[src/rtl/seq_mult.sv]
module seq_mult #(
  parameter int W = 8
) (
  input  logic         clk,
  input  logic         rst,
  input  logic         start,
  input  logic [W-1:0] op_a,
  input  logic [W-1:0] op_b,
  output logic [2*W-1:0] product,
  output logic         ready
);
  localparam int PW = 2 * W;

  typedef enum logic [1:0] {S_IDLE, S_ZERO, S_LOAD, S_OPER} st_t;

  st_t           state_q, state_d;
  logic [W-1:0]  mcand_q, mcand_d;
  logic [W-1:0]  cnt_q, cnt_d;
  logic [PW-1:0] acc_q, acc_d;
  logic [PW-1:0] sum;
  logic          any_zero;

  assign any_zero = (op_a == '0) || (op_b == '0);
  assign sum      = acc_q + {{W{1'b0}}, mcand_q};
  assign ready    = (state_q == S_IDLE);
  assign product  = acc_q;

  always_comb begin
    state_d = state_q;
    mcand_d = mcand_q;
    cnt_d   = cnt_q;
    acc_d   = acc_q;
    unique case (state_q)
      S_IDLE: if (start) state_d = any_zero ? S_ZERO : S_LOAD;
      S_ZERO: begin
        acc_d   = '0;
        state_d = S_IDLE;
      end
      S_LOAD: begin
        mcand_d = op_a;
        cnt_d   = op_b;
        acc_d   = '0;
        state_d = S_OPER;
      end
      S_OPER: begin
        acc_d = sum;
        cnt_d = cnt_q - 1'b1;
        if (cnt_q == W'(1)) state_d = S_IDLE;
      end
      default: state_d = S_IDLE;
    endcase
  end

  always_ff @(posedge clk) begin
    if (rst) begin
      state_q <= S_IDLE;
      acc_q   <= '0;
      mcand_q <= '0;
      cnt_q   <= '0;
    end else begin
      state_q <= state_d;
      acc_q   <= acc_d;
      mcand_q <= mcand_d;
      cnt_q   <= cnt_d;
    end
  end
endmodule


[config.mk]
export PLATFORM = sky130hd
export DESIGN_NAME = seq_mult
export DESIGN_NICKNAME = d
export VERILOG_FILES = /design/src/rtl/seq_mult.sv
export SDC_FILE = /design/constraint.sdc
export NUM_CORES = 1
export LEC_CHECK = 0
export ABC_CLOCK_PERIOD_IN_PS = 2970
export BUFFER_PORTS_ARGS = -buffer_cell sky130_fd_sc_hd__buf_2
export CAP_MARGIN = 0
export CORE_UTILIZATION = 50
export DETAILED_ROUTE_END_ITERATION = 10
export PLACE_DENSITY = 0.73
export REMOVE_ABC_BUFFERS = 1
export SYNTH_ARGS = -nofsm -noshare
export SYNTH_HDL_FRONTEND = slang
export SYNTH_SLANG_ARGS = --single-unit
[constraint.sdc]
create_clock -name clk -period 2.97 [get_ports clk]
set_clock_uncertainty 0.15 [all_clocks]
set_input_delay 0.1485 -clock clk [delete_from_list [all_inputs] [get_ports clk]]
set_output_delay 0.1485 -clock clk [all_outputs]
set_load 0.1 [all_outputs]
# Yosys cells after proc, flatten, opt, wreduce, memory -nomap -nowiden
# Index checks and enable logic that the tools add are counted.
[classes]
add_sub_neg = 2
n_eq_ne = 6
mux = 6
n_reduce_logical = 8
[op_table]
columns = ["operator", "n"]
rows = [
  ["16-bit one-hot mux with 2 select lines", 1],
  ["16-bit by 8-bit adder with 16-bit output", 1],
  ["8-bit zero test", 2],
  ["8-bit one-hot mux with 2 select lines", 1],
  ["8-bit by 1-bit equality test with 1-bit output, second input constant", 1],
  ["2-bit one-hot mux with 4 select lines", 1],
  ["8-bit by 1-bit subtractor with 8-bit output, second input constant", 1],
  ["2-bit two-way mux", 3],
  ["2-bit equality test, second input constant", 2],
  ["2-bit inequality test, second input constant", 2],
  ["2-bit nonzero test", 2],
  ["2-bit by 1-bit equality test with 1-bit output, second input constant", 1],
  ["2-bit zero test", 1],
  ["2-bit AND reduction", 1],
  ["2-bit OR reduction", 1],
  ["1-bit logical OR", 1],
]
[word_totals]
regBits = 34

# Depth between registers and ports, before layout
# Gate-level depths: netlist of run 1.
[logic_depth]
depth_word = 5
depth_mapped = 9

# Least setup slack after synthesis of run 1
# No wires, ideal clock.
[synth_timing]
kind = "register to register"
from = "reg acc_q[0], in the netlist product[0]"
to = "reg acc_q[10], in the netlist product[10]"
setup_time_ns = 0.070
t_arrival_ns = 2.945
required_time_ns = 2.750
setup_slack_ns = -0.195
path_stages_with_launch = 10
n_path_buf = 1
period_less_slack_ns = 3.165
path_cell_list = "dfxtp_1 > ha_1 > inv_1 > fa_1 > and2b_1 > o2111ai_1 > and4_4 > buf_6 > or4_1 > a21oi_1"
[synth_between]
elab_chain_cells = 2
[synth_lines]
columns = ["element", "line_no", "text"]
rows = [
  ["from (decl)", "19", "logic [PW-1:0] acc_q, acc_d;"],
  ["from (signal assigned)", "57", "acc_q <= '0;"],
  ["from (signal assigned)", "62", "acc_q <= acc_d;"],
  ["16-bit by 8-bit adder with 16-bit output", "24", "assign sum = acc_q + {{W{1'b0}}, mcand_q};"],
  ["16-bit one-hot mux with 2 select lines", "33", "unique case (state_q)"],
]
# No other way between the ends.
# A chain may end at the register's enable or synchronous reset.

# Worst setup path in the final report of run 1
# Same ends and word-level chain as after synthesis.

==> qor.txt, run 1 <==
Peak supply drop - 0.326 mV
Total die area - 0.00408 mm²
PwrDens - 437 mW/mm²
Most common cell after layout, fill and taps aside - buf_2
Fin Setup TNS - 0 ns
Layout cells sized above 1 - 0.160
TritonCTS Buffers - 5
CP endpoint kind - flip-flop
Critical Path RT - 3.04 ns
Flop pwr share - 0.493
Syn-to-layout area delta - 21.0%
Fin cells - 330
Diodes inserted - 0
Worst min path class - primary input to flip-flop
Maximum fanout along the worst path - 8
Post-synthesis compound-gate area fraction - 0.216
Synthesis-stage register bit count - 34
Remaining DRCs - 0
Max-capacitance violation count - 0
Clock sink count - 34
Largest net degree at the start of global routing - 29
Final core occ - 0.632
Crit-path cells - ha_1 -> inv_1 -> fa_1 -> and2b_1 -> o2111ai_1 -> and4_4 -> or4_1 -> a21oi_1
Dpl ws - 0.559 ns
I/O pins - 36
Rel. slew slack - 0.538
Total wire length - 4570 µm
H-tree depth - 2
Async SR Flop Fraction - 0
Core region area - 0.00366 mm²
Final Critical Period - 2.47 ns
Avg Cell Area, Syn - 8.07 µm²
Die width - 63.9 µm
Ys flop type - dfxtp_1
Setup violators final - 0
Worst Path Class, Setup - flip-flop to flip-flop
Via count - 1857
Final Cycle Share - 0.831
First-pass GRT wire length - 7780 µm
Internal Power - 0.728 mW
Max stage delay cell, worst path - or4_1
Max clock buf depth - 2
Aggregate global-route resource usage - 0.244
Clock power frac - 0.348
Post-layout net count - 311
Simple-Gate Fraction of Synth Area - 0.242
Final Hold Viols - 0
Crit start category - flip-flop
Clk slew on worst S/H paths - 0.07 ns
Multiplexer share of the synthesized area - 0.0327
P_leak - 0.965 nW
Syn Std Cell Area - 0.00191 mm²
Cells after DPL - 310
Synth cell types - 47
Critical Path AT - 2.54 ns
Clk root buf - clkbuf_8
Post-Synth XOR/XNOR Area - 0.0320
Detail Route Antenna Nets - 0
Synth Instances - 237
Highest clock rate - 0.405 GHz
Antenna violations before repair - 0
Clock Latency Late Sink - 0.28 ns
R2R Setup Slk - 0.50 ns
Post-CTS Setup Inserts - 0
Via/cell ratio - 5.63
Routed WL per cell - 13.8 µm
Adder-cell area share of the yosys netlist - 0.0759
Final Slew Violations - 0
Unrepaired setup endpoints after global routing - no
CTS tree - done
Die height - 63.9 µm
Commonest cells after routing, fill and taps aside - 35 x buf_2, 34 x dfxtp_1, 30 x nand2_1
Largest family of logic cells by synthesized area - simple AND/OR/NAND/NOR gates
DRT iter0 DRCs - 100
Post-synth EDFFs - 0
GP Congestion - 0.839
Yosys warnings - 0
Register area share after synthesis - 0.356
Initial Util - 0.523
Vias in the first global route - 1763
Final worst slack - 0.502 ns
Worst-Margin Slew - 0.693 ns
Crit path largest cell delay - 0.50 ns
Switching share of power - 0.281
Grt ovf - 0
NetSw - 0.284 mW
Number of port buffers - 35
Post-DP HPWL - 3150 µm
Cell Rows - 22
DRT Pass-1 Iters - 4
Run status - completed
Gate power share - 0.159
[sequential cells by signal, indices dropped and copies added, names as in the netlist]
register  flops
cnt_q         8
product      16
mcand_q       8
state_q       2
[power groups by stage]
| stage | combinational (mW) | sequential, mW | clock (mW) |
|---|---|---|---|
| global route | 0.179 | 0.503 | 0.385 |
| finish | 0.161 | 0.499 | 0.353 |
| floorplan | 0.101 | 0.505 | 0 |
| global placement | 0.144 | 0.509 | 0 |
| detailed placement | 0.147 | 0.509 | 0 |
| CTS | 0.159 | 0.499 | 0.363 |
[final cells by class]
type	instances	area [µm²]
well taps	48	60.1
flip-flops and latches	34	681
fillers	334	1350
repair buffers	47	295
clock inverters	1	5.00
inverters	11	41.3
clock buffers	7	86.3
multi-input cells	182	1150
[cells by family after synthesis]
kind of cell    Yosys count
mux                       6
buf+inv                  21
compound gates           63
simple gates             95
flops                    34
xor+xnor                  7
fa+ha+maj                11
[per-stage QoR]
stage          total power [mW]  hold WS [ns]  instance area, µm²
4_1_cts                    1.02        0.0132                2310
2_1_floorplan             0.607        0.0676                1870
6_report                   1.01        0.0259                2310
3_5_place_dp              0.656         0.259                2100
3_3_place_gp              0.652         0.254                2100
5_1_grt                    1.07        0.0396                2310
[worst max-delay path, delay by kind of cell, from the launching register on]
| kind | cells | cell delay (ns) |
|---|---|---|
| compound gates | 2 | 0.26 |
| buf+inv | 1 | 0.08 |
| fa+ha+maj | 2 | 0.61 |
| simple gates | 3 | 0.96 |
| flops | 1 | 0.35 |
[final timing paths]
check,from,end,cells past startpoint
worst min-delay path,op_b[3],cnt_q[3]$_SDFFE_PP0P_,3
worst max register to register,product[0]$_SDFFE_PP0P_,product[10]$_SDFFE_PP0P_,8
worst max-delay path,product[0]$_SDFFE_PP0P_,product[10]$_SDFFE_PP0P_,8
worst min register to register,mcand_q[6]$_SDFFE_PP0P_,mcand_q[6]$_SDFFE_PP0P_,2
[Yosys cell counts, types with 2 or more instances]
| master | number | area, µm² |
|---|---|---|
| a2111oi_0 | 2 | 17.5 |
| a211oi_1 | 2 | 15.0 |
| a21boi_0 | 2 | 15.0 |
| a21o_1 | 2 | 15.0 |
| a21oi_1 | 23 | 115 |
| a221oi_1 | 4 | 35.0 |
| a22o_1 | 3 | 26.3 |
| a22oi_1 | 3 | 22.5 |
| clkbuf_1 | 8 | 30.0 |
| dfxtp_1 | 34 | 681 |
| ha_1 | 10 | 125 |
| inv_1 | 11 | 41.3 |
| mux2i_1 | 4 | 40.0 |
| nand2_1 | 30 | 113 |
| nand2b_1 | 2 | 12.5 |
| nand3_1 | 7 | 35.0 |
| nand3b_1 | 2 | 15.0 |
| nand4_1 | 2 | 12.5 |
| nor2_1 | 27 | 101 |
| nor2b_1 | 3 | 18.8 |
| nor3_1 | 3 | 15.0 |
| nor4_1 | 6 | 37.5 |
| o2111ai_1 | 2 | 17.5 |
| o211ai_1 | 3 | 22.5 |
| o21ai_0 | 5 | 25.0 |
| o31ai_1 | 7 | 52.6 |
| or4_1 | 5 | 37.5 |
| xnor2_1 | 4 | 35.0 |
| xor2_1 | 3 | 26.3 |
[layer usage]
layer	GRT usage	wire length [µm]
met3	0.0643	172
met1	0.310	2200
met2	0.400	2130
met5	0	0
met4	0.0767	59
[what timing repair did]
action | in CTS | in global routing
gates resized for setup | 0 | 0
hold buffers | 12 | 0
endpoints found under the hold margin | 13 | 0
Power figures use the tool's default switching activity.
==> run 2, diff against run 1 <==
--- a/config.mk
+++ b/config.mk
@@ -5,7 +5,7 @@
 export SDC_FILE = /design/constraint.sdc
 export NUM_CORES = 1
 export LEC_CHECK = 0
-export ABC_CLOCK_PERIOD_IN_PS = 2970
+export ABC_CLOCK_PERIOD_IN_PS = 2310
 export BUFFER_PORTS_ARGS = -buffer_cell sky130_fd_sc_hd__buf_2
 export CAP_MARGIN = 0
 export CORE_UTILIZATION = 50
==> constraint.sdc (replaced) <==
create_clock -name clk -period 2.31 [get_ports clk]
set_clock_uncertainty 0.15 [all_clocks]
set_input_delay 0.1155 -clock clk [delete_from_list [all_inputs] [get_ports clk]]
set_output_delay 0.1155 -clock clk [all_outputs]
set_load 0.1 [all_outputs]
==> qor.txt, run 2 (same netlist as run 1, synthesis figures left out) <==
Clock sink count - 34 (unchanged)
Cells after DPL - 320 (was 310)
Via count - 1912 (was 1857)
TritonCTS Buffers - 5 (unchanged)
Grt ovf - 0 (unchanged)
Core region area - 0.00366 mm² (unchanged)
Cell Rows - 22 (unchanged)
Antenna violations before repair - 0 (unchanged)
PwrDens - 535 mW/mm² (was 437 mW/mm²)
Max stage delay cell, worst path - or4_4 (was or4_1)
Vias in the first global route - 1726 (was 1763)
CP endpoint kind - flip-flop (unchanged)
R2r endpoint - product[10]$_SDFFE_PP0P_ (unchanged)
Fin Setup TNS - 0 ns (unchanged)
Crit-path cells - ha_4 -> inv_2 -> fa_2 -> and2b_1 -> o2111ai_2 -> and4_4 -> or4_4 -> a21oi_2 (was ha_1 -> inv_1 -> fa_1 -> and2b_1 -> o2111ai_1 -> and4_4 -> or4_1 -> a21oi_1)
Placed Area - 0.00218 mm² (was 0.00210 mm²)
Total power draw - 1.32 mW (was 1.01 mW)
Via/cell ratio - 5.56 (was 5.63)
Final Critical Period - 2.26 ns (was 2.47 ns)
Critical Path RT - 2.38 ns (was 3.04 ns)
Final core occ - 0.672 (was 0.632)
Max reg flops - 16 (unchanged)
Worst hold endpoint - cnt_q[4]$_SDFFE_PP0P_ (was cnt_q[3]$_SDFFE_PP0P_)
Remaining DRCs - 0 (unchanged)
Reg2reg start - product[0]$_SDFFE_PP0P_ (unchanged)
Post-layout net count - 325 (was 311)
Total die area - 0.00408 mm² (unchanged)
Largest net degree at the start of global routing - 29 (unchanged)
Fin cells - 344 (was 330)
Rel. slew slack - 0.557 (was 0.538)
Crit path largest cell delay - 0.51 ns (was 0.50 ns)
Clk root buf - clkbuf_8 (unchanged)
Max-capacitance violation count - 0 (unchanged)
H-tree depth - 2 (unchanged)
Final Cycle Share - 0.978 (was 0.831)
Peak supply drop - 0.445 mV (was 0.326 mV)
Critical Path AT - 2.33 ns (was 2.54 ns)
HP Start - op_b[4] (was op_b[3])
Diodes inserted - 0 (unchanged)
Clock Latency Late Sink - 0.28 ns (about the same)
Worst-Margin Slew - 0.662 ns (was 0.693 ns)
First-pass GRT wire length - 7930 µm (was 7780 µm)
Gate family responsible for the most delay along the worst path - simple AND/OR/NAND/NOR gates (unchanged)
Worst Path Class, Setup - flip-flop to flip-flop (unchanged)
Run status - completed (unchanged)
Maximum fanout along the worst path - 6 (was 8)
Routed WL per cell - 13.5 µm (was 13.8 µm)
Total wire length - 4630 µm (was 4570 µm)
CTS tree - done (unchanged)
Max clock buf depth - 2 (unchanged)
Setup violators final - 0 (unchanged)
DRT iter0 DRCs - 123 (was 100)
GP Congestion - 0.823 (was 0.839)
Hold Slack - 0.0110 ns (was 0.0259 ns)
Dpl ws - -0.0352 ns (was 0.559 ns)
DRT Pass-1 Iters - 4 (unchanged)
Worst min path class - primary input to flip-flop (unchanged)
Aggregate global-route resource usage - 0.252 (was 0.244)
Most common cell after layout, fill and taps aside - buf_2 (unchanged)
Crit start category - flip-flop (unchanged)
Initial Util - 0.523 (unchanged)
Highest clock rate - 0.442 GHz (was 0.405 GHz)
Number of port buffers - 35 (unchanged)
CP Buf/Inv Count - 1 (unchanged)
Final Hold Viols - 0 (unchanged)
Syn-to-layout area delta - 28.6% (was 21.0%)
Detail Route Antenna Nets - 0 (unchanged)
Hold Path Cell Cnt - 3 (unchanged)
Fin area - 0.00246 mm² (was 0.00231 mm²)
Die width - 63.9 µm (unchanged)
Layout cells sized above 1 - 0.230 (was 0.160)
Final Slew Violations - 0 (unchanged)
Unrepaired setup endpoints after global routing - yes (was no)
Post-DP HPWL - 3250 µm (was 3150 µm)
Clk slew on worst S/H paths - 0.07 ns (about the same)
Die height - 63.9 µm (unchanged)
I/O pins - 36 (unchanged)
R2R Setup Slk - 0.05 ns (was 0.50 ns)
Reg2reg path depth - 8 (unchanged)
Commonest cells after routing, fill and taps aside - 35 x buf_2, 32 x dfxtp_1, 30 x nand2_1 (was 35 x buf_2, 34 x dfxtp_1, 30 x nand2_1)
Final worst slack - 0.0499 ns (was 0.502 ns)
P_leak - 1.04 nW (was 0.965 nW)
==> run 2: changes by cell type in the layout (fill, tap and decap cells not counted), sizes merged <==
cell	delta
buf	+13
dlygate4sd3	+1
==> run 2: where the power goes <==
group | internal (mW) | total (mW) | switching [mW]
clock network | 0.240 | 0.455 | 0.215
registers | 0.610 | 0.631 | 0.0213
logic | 0.0975 | 0.232 | 0.134
==> run 2: how the worst max path moves through the flow <==
stage | startpoint | end | cells past startpoint
2_1_floorplan | product[0]$_SDFFE_PP0P_ | product[10]$_SDFFE_PP0P_ | 8
3_3_place_gp | product[0]$_SDFFE_PP0P_ | product[10]$_SDFFE_PP0P_ | 8
3_5_place_dp | product[0]$_SDFFE_PP0P_ | product[10]$_SDFFE_PP0P_ | 8
4_1_cts | product[0]$_SDFFE_PP0P_ | product[10]$_SDFFE_PP0P_ | 8
5_1_grt | product[0]$_SDFFE_PP0P_ | product[10]$_SDFFE_PP0P_ | 8
6_report | product[0]$_SDFFE_PP0P_ | product[10]$_SDFFE_PP0P_ | 8
==> run 2: tightest hold or removal path, cell delays in order <==
cell,delay [ns]
buf_2,0.11
nor2_1,0.10
a2111oi_0,0.07
==> run 2: per-layer routing <==
layer	part of all wire	track usage
met1	0.48	0.337
met4	0.0056	0.0767
met2	0.46	0.398
met3	0.055	0.0589
met5	0	0
==> run 2: what timing repair did <==
action                                 in CTS  in global routing
hold buffers                               13                  0
gates resized for setup                     5                  6
setup endpoints to repair                   4                  4
pin swaps                                   2                  4
endpoints found under the hold margin      14                  0
buffers inserted                            1                  2
==> run 2: area by class of cell <==
class	instances	area (µm²)
tap	48	60.1
timing repair buffer	61	403
sequential	34	683
inverter	11	41.3
clock buffer	7	86.3
fill	319	1200
clock inverter	1	5.00
multi-input combinational	182	1180
